**src/rtl/env_shaper.sv**
```systemverilog
module env_shaper #(
  parameter int PER_W   = 16,
  parameter int LVL_W   = 5,
  parameter int PRE_DIV = 8
) (
  input  logic             clk,
  input  logic             rst_n,
  input  logic             en,
  input  logic             fine_steps,
  input  logic             restart,
  input  logic [3:0]       shape,
  input  logic [PER_W-1:0] period,
  output logic [LVL_W-1:0] level
);
  localparam int PRE_W = (PRE_DIV > 1) ? $clog2(PRE_DIV) : 1;
  localparam logic [PRE_W-1:0] PRE_LAST = PRE_W'(PRE_DIV - 1);
  localparam logic [LVL_W-1:0] TOP_FINE   = '1;
  localparam logic [LVL_W-1:0] TOP_COARSE = {1'b0, {(LVL_W-1){1'b1}}};

  logic [PRE_W-1:0] pre_q;
  logic [PER_W-1:0] per_q;
  logic [LVL_W-1:0] idx_q;
  logic             flip_q;
  logic             done_q;
  logic             held_hi_q;

  logic             tick, step, ramp_end, up;
  logic [PER_W-1:0] per_lim;
  logic [LVL_W-1:0] idx_top, raw, ramp_lvl;

  assign tick     = en && (pre_q == PRE_LAST);
  assign per_lim  = (period == '0) ? PER_W'(1) : period;
  assign step     = tick && (per_q >= per_lim - PER_W'(1));
  assign idx_top  = fine_steps ? TOP_FINE : TOP_COARSE;
  assign ramp_end = idx_q >= idx_top;
  assign up       = shape[2] ^ flip_q;
  assign raw      = up ? idx_q : idx_top - idx_q;
  assign ramp_lvl = fine_steps ? raw : {raw[LVL_W-2:0], raw[LVL_W-2]};
  assign level    = done_q ? {LVL_W{held_hi_q}} : ramp_lvl;

  always_ff @(posedge clk or negedge rst_n) begin
    if (!rst_n) begin
      pre_q     <= '0;
      per_q     <= '0;
      idx_q     <= '0;
      flip_q    <= 1'b0;
      done_q    <= 1'b0;
      held_hi_q <= 1'b0;
    end else if (restart) begin
      pre_q     <= '0;
      per_q     <= '0;
      idx_q     <= '0;
      flip_q    <= 1'b0;
      done_q    <= 1'b0;
      held_hi_q <= 1'b0;
    end else begin
      if (en)
        pre_q <= tick ? '0 : pre_q + PRE_W'(1);
      if (tick)
        per_q <= step ? '0 : per_q + PER_W'(1);
      if (step && !done_q) begin
        if (ramp_end) begin
          idx_q <= '0;
          if (!shape[3]) begin
            done_q    <= 1'b1;
            held_hi_q <= 1'b0;
          end else if (shape[0]) begin
            done_q    <= 1'b1;
            held_hi_q <= shape[2] ^ shape[1];
          end else begin
            flip_q <= flip_q ^ shape[1];
          end
        end else begin
          idx_q <= idx_q + LVL_W'(1);
        end
      end
    end
  end
endmodule


```
**config.mk**
```make
export PLATFORM = sky130hd
export DESIGN_NAME = env_shaper
export DESIGN_NICKNAME = d
export VERILOG_FILES = /design/src/rtl/env_shaper.sv
export SDC_FILE = /design/constraint.sdc
export NUM_CORES = 1
export LEC_CHECK = 0
export ABC_CLOCK_PERIOD_IN_PS = 3600
export CORE_MARGIN = 3
export CORE_UTILIZATION = 56
export DETAILED_ROUTE_END_ITERATION = 7
export GPL_TIMING_DRIVEN = 0
export PLACE_DENSITY = 0.79
export SYNTH_ARGS = -nofsm -noshare
export SYNTH_HDL_FRONTEND = slang
export SYNTH_SLANG_ARGS = --single-unit
```
**constraint.sdc**
```tcl
create_clock -name clk -period 3.6 [get_ports clk]
set_clock_uncertainty 0.2 [all_clocks]
set_input_delay 0.72 -clock clk [delete_from_list [all_inputs] [get_ports clk]]
set_output_delay 0.72 -clock clk [all_outputs]
set_load 0.005 [all_outputs]
```
=== Yosys cells after proc, flatten, opt, wreduce, memory -nomap -nowiden ===
Cells that the tools add are included.

* Bits in read-only memories: 0
* Bits of input ports: 25
* Output and inout port bits: 5
* Bits in writable memories: 0
* Bits in latches: 0
* Word-level logic and storage cells: 60
* Register bits after elaboration: 27
* Memories: 0

* Multiplexer cells: 29
* Div/mod/pow operators: 0
* Bitwise operators: 3
* Shifts and indexed selects: 0
* Order comparisons: 2
* Equal/unequal tests: 3
* Add/sub/neg operators: 5
* Reductions and logical operators: 12
* Multipliers: 0

{| class="wikitable"
|+ Operator list
! kind !! number
|-
| $mux W16 || 4
|-
| $mux W5 || 7
|-
| $add A16 B1 Y16 const B || 1
|-
| $ge A16 B16 Y1 || 1
|-
| $logic_not A16 Y1 || 1
|-
| $sub A16 B1 Y16 const B || 1
|-
| $mux W1 || 15
|-
| $reduce_bool A2 Y1 || 5
|-
| $mux W3 || 3
|-
| $add A5 B1 Y5 const B || 1
|-
| $ge A5 B5 Y1 || 1
|-
| $sub A5 B5 Y5 || 1
|-
| $reduce_and A4 Y1 || 1
|-
| $add A3 B1 Y3 const B || 1
|-
| $eq A3 B3 Y1 const B || 1
|-
| $logic_and A1 B1 Y1 || 3
|-
| $ne A3 B3 Y1 const B || 1
|-
| $reduce_and A3 Y1 || 1
|-
| $xor A1 B1 Y1 || 3
|-
| $ne A2 B2 Y1 const B || 1
|-
| $logic_not A1 Y1 || 1
|}

=== Longest topological paths before layout ===
Gate-level depths: netlist of the first run.

* Depth in word-level cells: 8
* Mapped depth: 18
* Gate-level depth less buffers: 17

=== Worst setup path after synthesis of the first run ===
OpenSTA, ideal clock, no wires.

* Path type: input -> register
* Start point: in period[2]
* End point: reg idx_q[4]
* Setup slack: -0.939 ns
* Cell stages on the path: 17
* Data arrival time: 4.261 ns
* Setup time: 0.078 ns
* Data required time: 3.322 ns
* Path buffers: 0
* Cell sequence: or3_1 > nor2_1 > nand2_1 > nor4b_1 > nor2_1 > ha_1 > nand2_1 > nor4_1 > nor2b_1 > xnor2_1 > ha_1 > nand4_1 > or2_4 > nor4_4 > o31ai_2 > or4_1 > a21oi_1

* Word-level cells in the longest chain between the ends: 7

{| class="wikitable"
|+ RTL lines
! element !! line !! text
|-
| from (decl) || 12 || <nowiki>input logic [PER_W-1:0] period,</nowiki>
|-
| $logic_not A16 Y1 || 32 || <nowiki>assign per_lim = (period == '0) ? PER_W'(1) : period;</nowiki>
|-
| $mux W16 (*) || 32 ||
|-
| $sub A16 B1 Y16 (*) || 33 || <nowiki>assign step = tick && (per_q >= per_lim - PER_W'(1));</nowiki>
|-
| $ge A16 B16 Y1 (*) || 33 ||
|-
| $logic_and A1 B1 Y1 (*) || 33 ||
|-
| $logic_and A1 B1 Y1 (*) || 61 || <nowiki>if (step && !done_q) begin</nowiki>
|-
| $reduce_bool A2 Y1 (no line) (*) || n/a ||
|-
| to (signal assigned) || 74 || <nowiki>idx_q <= idx_q + LVL_W'(1);</nowiki>
|-
| to (decl) || 22 || <nowiki>logic [LVL_W-1:0] idx_q;</nowiki>
|}

Mark *: on every way between the ends. The rest lies on a longest branch, timed or not.
A chain may end at the register's enable or synchronous reset.

=== Final worst setup path of the first run ===
Same ends and word-level chain as after synthesis.

==> metrics.cfg, run 1 <==
[finish]
n_fill_cell = 218
syn_to_final_growth_pct = 42.54
fin_nets = 374
num_antenna_cells = 0
finalNonFillerCells = 374
drive_gt1_frac = 0.2883

[placement]
dpl.cell_count = 340
port-buffer-count = 27
dp_hpwl_mm = 3.833
place_congestion = 0.8440

[global_routing]
grt_usage = 0.2468
antenna_found_initial = 0
grt_pass1_vias = 2230
overflow = 0
grt_max_degree = 28
grt_pass1_wl_mm = 9.880

[floorplan]
fp.dieH_um = 69.84
initial_core_util = 0.6008
dieArea_um2 = 4878
die_x_um = 69.84
num_rows = 22
io_pins = 30
core-area_um2 = 3799

[yosys]
syn_avg_cell_area_um2 = 8.612
synth_edf_count = 0
yosys_warnings = 0
ys_types = 48
netlist_area_um2 = 2282
synth-seq-cells = 27
synth_flop_cell = dfrtp_1
syn-num-nets = 312
yosysSeqAreaShare = 0.2961
synthCells = 265
synth-async-reset-ratio = 1.000

[run]
maxCapViolCount = 0

[timing]
min_period_over_period = 1.185
rsz0062_at_grt = yes
fin_crit_ns = 4.267
tightestPinTransition_ns = 0.7598
setup_tns_ns = -13.28
fin_ws_ns = -0.6669
slew_violations = 0
setup_viol = 24
hold_ws_ns = 0.2463
hold_viol_final = 0
fmax_mhz = 234.4
max-slew-margin-rel = 0.4935

[power_and_ir_drop]
swShare = 0.2696
clkPwrFrac = 0.294
pwr-share-seq = 0.504
peakVddDrop_mv = 0.1600
power_density_nw_per_um2 = 187.0
power_frac_comb = 0.202
switchingPower_uw = 164.0
leakage_uw = 0.001368
cell_internal_pwr_uw = 444.4

[worst_setup_path]
cp_slowest_stage_delay_ns = 0.53
critPathLaunch = period[2]
critPathMaxFanout = 4
r2r-end = per_q[11]
rr_startpoint = per_q[0]
critPathBufInv = 4
critPathSlowestCell = or4_1
cp-endpoint = idx_q[4]
crit_path_end_kind = flip-flop
crit_chain = buf_8 -> or3_4 -> nor2_4 -> nand2_4 -> buf_4 -> or4_1 -> nor2_1 -> xnor2_1 -> ha_1 -> nand4_1 -> or2_4 -> o211ai_1 -> buf_4 -> o31ai_4 -> buf_4 -> or4_4 -> a21oi_2
cp_num_cells = 17
cp_top_family = simple AND/OR/NAND/NOR gates
arrival_ns = 4.27
crit_required_ns = 3.61
crit_type = in2reg
cpMostUsedCell = buf_4
r2r_setup_slack_ns = 0.73
rr_worst_depth = 11
cp-start-kind = input port

[clocking]
cts.clk_slew.worst_paths_ns = 0.10
clockRootBuffer = clkbuf_8
cts_made_buffers = 3
cts_sinks = 27
clockBufferDepth = 2
insertion_delay_ns = 0.28
cts_tree = done
cts_hold_buf = 0
h-tree-depth = 1

[route]
drt-pass1-iter-count = 4
vias = 2318
vias_per_cell = 6.198
drt_iter0_markers = 150
routed-wl-met2_mm = 3.501
wl_met3_um = 193
routed.top_layer = met4
ant_nets = 0
drt-met1-wl_mm = 2.631
wl_per_cell_um = 17.16
drc = 0
routed_wirelength_mm = 6.416

[outcome]
status = finished, violations left
violations = setup timing

[worst_hold_path]
hold_class = in2async

[cell families after synthesis]
group	synth area share
AOI/OAI and AO/OA	0.1716
and+or+nand+nor	0.2763
buffers and inverters	0.02357
muxes	0.03509
adders and majority gates	0.1206
DFF	0.2961
xor gates and xnor gates	0.07676
[area by class of cell]
cell class                 instances  area, µm²  share of cell area
buffer                             7      41.29             0.01269
clock buffer                       4      45.04             0.01385
inverter                           6      22.52            0.006923
multi-input combinational        225       1882              0.5785
sequential                        27      675.6              0.2077
tap                               48      60.06             0.01846
timing repair buffer              57      526.8              0.1619
[registers in the layout, summed over array words and instances, names as in the netlist]
name	count
held_hi_q	1
per_q	16
done_q	1
flip_q	1
idx_q	5
pre_q	3
[worst min path at each step]
stage	start	to
6_report	rst_n	flip_q
5_1_grt	rst_n	pre_q[2]
3_3_place_gp	pre_q[1]	pre_q[1]
3_5_place_dp	per_q[15]	per_q[15]
2_1_floorplan	rst_n	done_q
4_1_cts	pre_q[2]	pre_q[2]
[power groups by stage]
| stage | Clock [µW] | Combinational [µW] | Sequential [µW] |
|---|---|---|---|
| CTS | 177 | 112 | 307 |
| floorplan | 0 | 51.0 | 313 |
| finish | 179 | 123 | 307 |
| detailed placement | 0 | 105 | 313 |
| global placement | 0 | 103 | 313 |
| global route | 191 | 135 | 307 |
[cell usage in the layout, fill, tap and decap left out, types with 4 or more instances in the layout]
cell             synthesis  layout
nor2_1                  17      15
xor2_1                   8       7
a21o_1                   4       4
dfrtp_1                 27      27
xnor2_1                 12      11
nand4_1                  4       4
nand3_2                  0       5
mux2i_1                  8       8
inv_1                    6       6
and3_1                   4       4
buf_6                    0      14
nand2_1                 38      35
o21ai_0                 12       9
a21oi_1                 15      11
clkbuf_1                 4       5
nand3_1                 19      13
a21oi_2                  0       4
o311ai_2                 1       6
or4_1                    6       4
ha_1                    22      21
clkdlybuf4s50_1          0      10
buf_4                    1      20
dlygate4sd2_1            0       7
[synth_stat cells (all sizes together) (4+ instances only)]
library cell  number  share of area
a21oi             15          0.033
xor2               8          0.031
or2                4          0.012
nand4              4          0.011
clkbuf             4         0.0066
or3                4          0.011
xnor2             12          0.046
o311ai             9          0.038
nor3               6          0.015
mux2i              8          0.035
inv                6         0.0099
dfrtp             27           0.30
o21ai             12          0.026
or4                6          0.020
ha                22           0.12
nand2             38          0.063
nor2              17          0.028
nand3             19          0.042
nor4               5          0.020
and3               4          0.011
a21o               4          0.013
[metal layers]
layer,track usage,vias to the layer above
li1,-,1110
met1,0.2811,1136
met4,0.09574,0
met3,0.02319,7
met2,0.4669,65
met5,0,-
[timing repair]
item,in CTS,in global routing
buffers inserted,19,11
gates resized for setup,86,28
pin swaps,30,28
cloned,1,0
endpoints found under the setup margin,25,25
[through the flow]
step | utilization | setup slack, ns | instance area, µm² | power, µW
finish | 0.8564 | -0.6669 | 3253 | 608.5
global route | 0.8564 | -0.7918 | 3253 | 633.4
CTS | 0.8083 | -0.7219 | 3070 | 595.4
detailed placement | 0.7019 | -1.664 | 2666 | 418.4
global placement | 0.7019 | -1.566 | 2666 | 416.0
floorplan | - | -0.6679 | 2336 | 363.6
(Power assumes the default switching activity.)
==> run 2, diff against run 1 <==
--- a/config.mk
+++ b/config.mk
@@ -6,11 +6,12 @@
 export NUM_CORES = 1
 export LEC_CHECK = 0
 export ABC_CLOCK_PERIOD_IN_PS = 3600
-export CORE_MARGIN = 3
-export CORE_UTILIZATION = 56
+export CORE_MARGIN = 4
+export CORE_UTILIZATION = 60
 export DETAILED_ROUTE_END_ITERATION = 7
+export DONT_BUFFER_PORTS = 1
 export GPL_TIMING_DRIVEN = 0
-export PLACE_DENSITY = 0.79
+export PLACE_DENSITY = 0.74
 export SYNTH_ARGS = -nofsm -noshare
 export SYNTH_HDL_FRONTEND = slang
 export SYNTH_SLANG_ARGS = --single-unit
==> run 2 against run 1 <==
  * First-iteration DRC count shrank 23%
  * Maximum frequency grew 5.5%
  * Wire length shrank 17%
  * Register-to-register slack worse by 0.06 ns
  * Final area down 12%
  * Clock-buffer cell count down 1
  * The run still ends with setup timing left
  * Largest cell class unchanged
==> metrics.cfg, run 2 (synthesis results as in run 1) <==
[worst_setup_path]
rr_startpoint = per_q[0]
critPathLaunch = period[2]
crit_path_end_kind = flip-flop
critPathMaxFanout = 4  ; unchanged
crit_type = in2reg
crit_required_ns = 3.60  ; about the same
arrival_ns = 4.05  ; -0.22 ns
cp-start-kind = input port

[finish]
final_cell_mix = nand2_1, dfrtp_1, ha_1
fin_util = 0.7782  ; -0.07820
final_common_cell = nand2_1
drive_gt1_frac = 0.2595  ; -0.02883
reg_top3 = per_q x16, idx_q x5, pre_q x3
syn_to_final_growth_pct = 24.84
finalInstanceArea_um2 = 2849  ; -12%
num_antenna_cells = 0  ; unchanged
fin_nets = 337  ; -9.9%
regArea_um2 = 675.6  ; unchanged
n_fill_cell = 256  ; +17%
largest_reg_flops = 16  ; unchanged
regMostFlops = per_q
multi_input_area_um2 = 1833  ; -2.6%

[route]
routed_wirelength_mm = 5.347  ; -17%
vias = 2062  ; -11%
vias_per_cell = 6.119  ; -1.3%
ant_nets = 0  ; unchanged
drt-pass1-iter-count = 4  ; unchanged
drc = 0  ; unchanged
wl_per_cell_um = 15.87  ; -7.5%
drt_iter0_markers = 116  ; -23%

[run]
maxCapViolCount = 0  ; unchanged

[placement]
dp_hpwl_mm = 3.627  ; -5.4%
place_congestion = 0.8150  ; -3.4%
place_area_um2 = 2396  ; -10%
port-buffer-count = 0  ; -100%

[clocking]
cts.clk_slew.worst_paths_ns = 0.10  ; about the same
cts_tree = done
clockBufferDepth = 2  ; unchanged
cts_made_buffers = 3  ; unchanged
h-tree-depth = 1  ; unchanged
cts_sinks = 27  ; unchanged
clockRootBuffer = clkbuf_8
insertion_delay_ns = 0.28  ; about the same

[timing]
fin_ws_ns = -0.4439  ; +0.2230 ns
setup_tns_ns = -7.666  ; +5.619 ns
hold_viol_final = 0  ; unchanged
tightestPinTransition_ns = 0.7934  ; +0.03367 ns
rsz0062_at_grt = yes
hold_ws_ns = 0.04158  ; -0.2048 ns
min_period_over_period = 1.123  ; -0.06196
fmax_mhz = 247.3  ; +5.5%
max-slew-margin-rel = 0.4711  ; -0.02244
setup_viol = 24  ; unchanged
slew_violations = 0  ; unchanged
fin_crit_ns = 4.044  ; -0.2230 ns

[floorplan]
core-area_um2 = 3661  ; -3.6%
initial_core_util = 0.6234  ; +0.02259
die_x_um = 69.68  ; -0.24%
fp.dieH_um = 69.68  ; -0.24%
dieArea_um2 = 4855  ; -0.47%
num_rows = 22  ; unchanged
io_pins = 30  ; unchanged

[global_routing]
grt_usage = 0.2337  ; -0.01312
grt_pass1_wl_mm = 9.542  ; -3.4%
grt_max_degree = 28  ; unchanged
antenna_found_initial = 0  ; unchanged
overflow = 0  ; unchanged
grt_pass1_vias = 2136  ; -4.2%

[power_and_ir_drop]
power_density_nw_per_um2 = 195.1  ; +4.3%
leakage_uw = 0.001146  ; -16%
peakVddDrop_mv = 0.1308  ; -18%

[outcome]
violations = setup timing
status = finished, violations left

[worst_hold_path]
hold_class = in2async

## run 2: worst paths after layout
kind	end	slack, ns	depth (start not counted)
worst max register to register	per_q[5]	0.67	11
worst min register to register	pre_q[1]	0.35	2
worst max-delay path	idx_q[4]	-0.44	19
max in group asynchronous	per_q[15]	2.99	1
min in group clk	pre_q[1]	0.35	2
worst min-delay path	held_hi_q	0.04	1
## run 2: cell type report
type,count,share of cell area
tap,48,0.02108
inverter,6,0.007905
sequential,27,0.2372
multi-input combinational,225,0.6434
buffer,7,0.01449
timing repair buffer,20,0.05973
clock inverter,1,0.001757
clock buffer,3,0.01449
## run 2: stage by stage
step                setup WS (ns)  cells  total power (µW)
floorplan                 -0.6679    265             363.6
global placement           -1.075    313             371.8
detailed placement         -1.127    313             374.0
CTS                       -0.6192    337             554.3
global route              -0.6368    337             581.1
finish                    -0.4439    337             555.8
## run 2: what timing repair did
action / in CTS / in global routing
hold endpoints to repair: 27 / 0
hold buffers: 1 / 0
setup buffers: 17 / 2
setup endpoints to repair: 24 / 24
cloned: 2 / 0
resized for setup: 30 / 24
pin swaps: 17 / 27
## run 2: where the power goes
part,internal [µW],switching [µW],total (µW)
Sequential,305,1.41,307
Combinational,34.0,39.9,73.8
Clock,77.6,97.5,175
## run 2: worst max-delay path, cell delays in order
cell	delay, ns
or3_4	0.39
nor2_4	0.13
nand2_4	0.08
nor4b_4	0.27
nor2_2	0.08
ha_2	0.20
nand2_2	0.09
nor4_4	0.06
nor2b_2	0.15
xnor2_1	0.12
ha_1	0.29
nand4_1	0.07
or2_4	0.27
o211ai_1	0.16
buf_4	0.18
o31ai_4	0.07
buf_4	0.17
or4_4	0.41
a21oi_2	0.13
## run 2: layer usage
layer  wire, µm  GRT usage  up-vias
li1           -          -     1030
met1       2228     0.3005      968
met2       2769     0.4121       56
met3        263    0.03188        8
met4         86    0.05957        0
met5          0          0        -
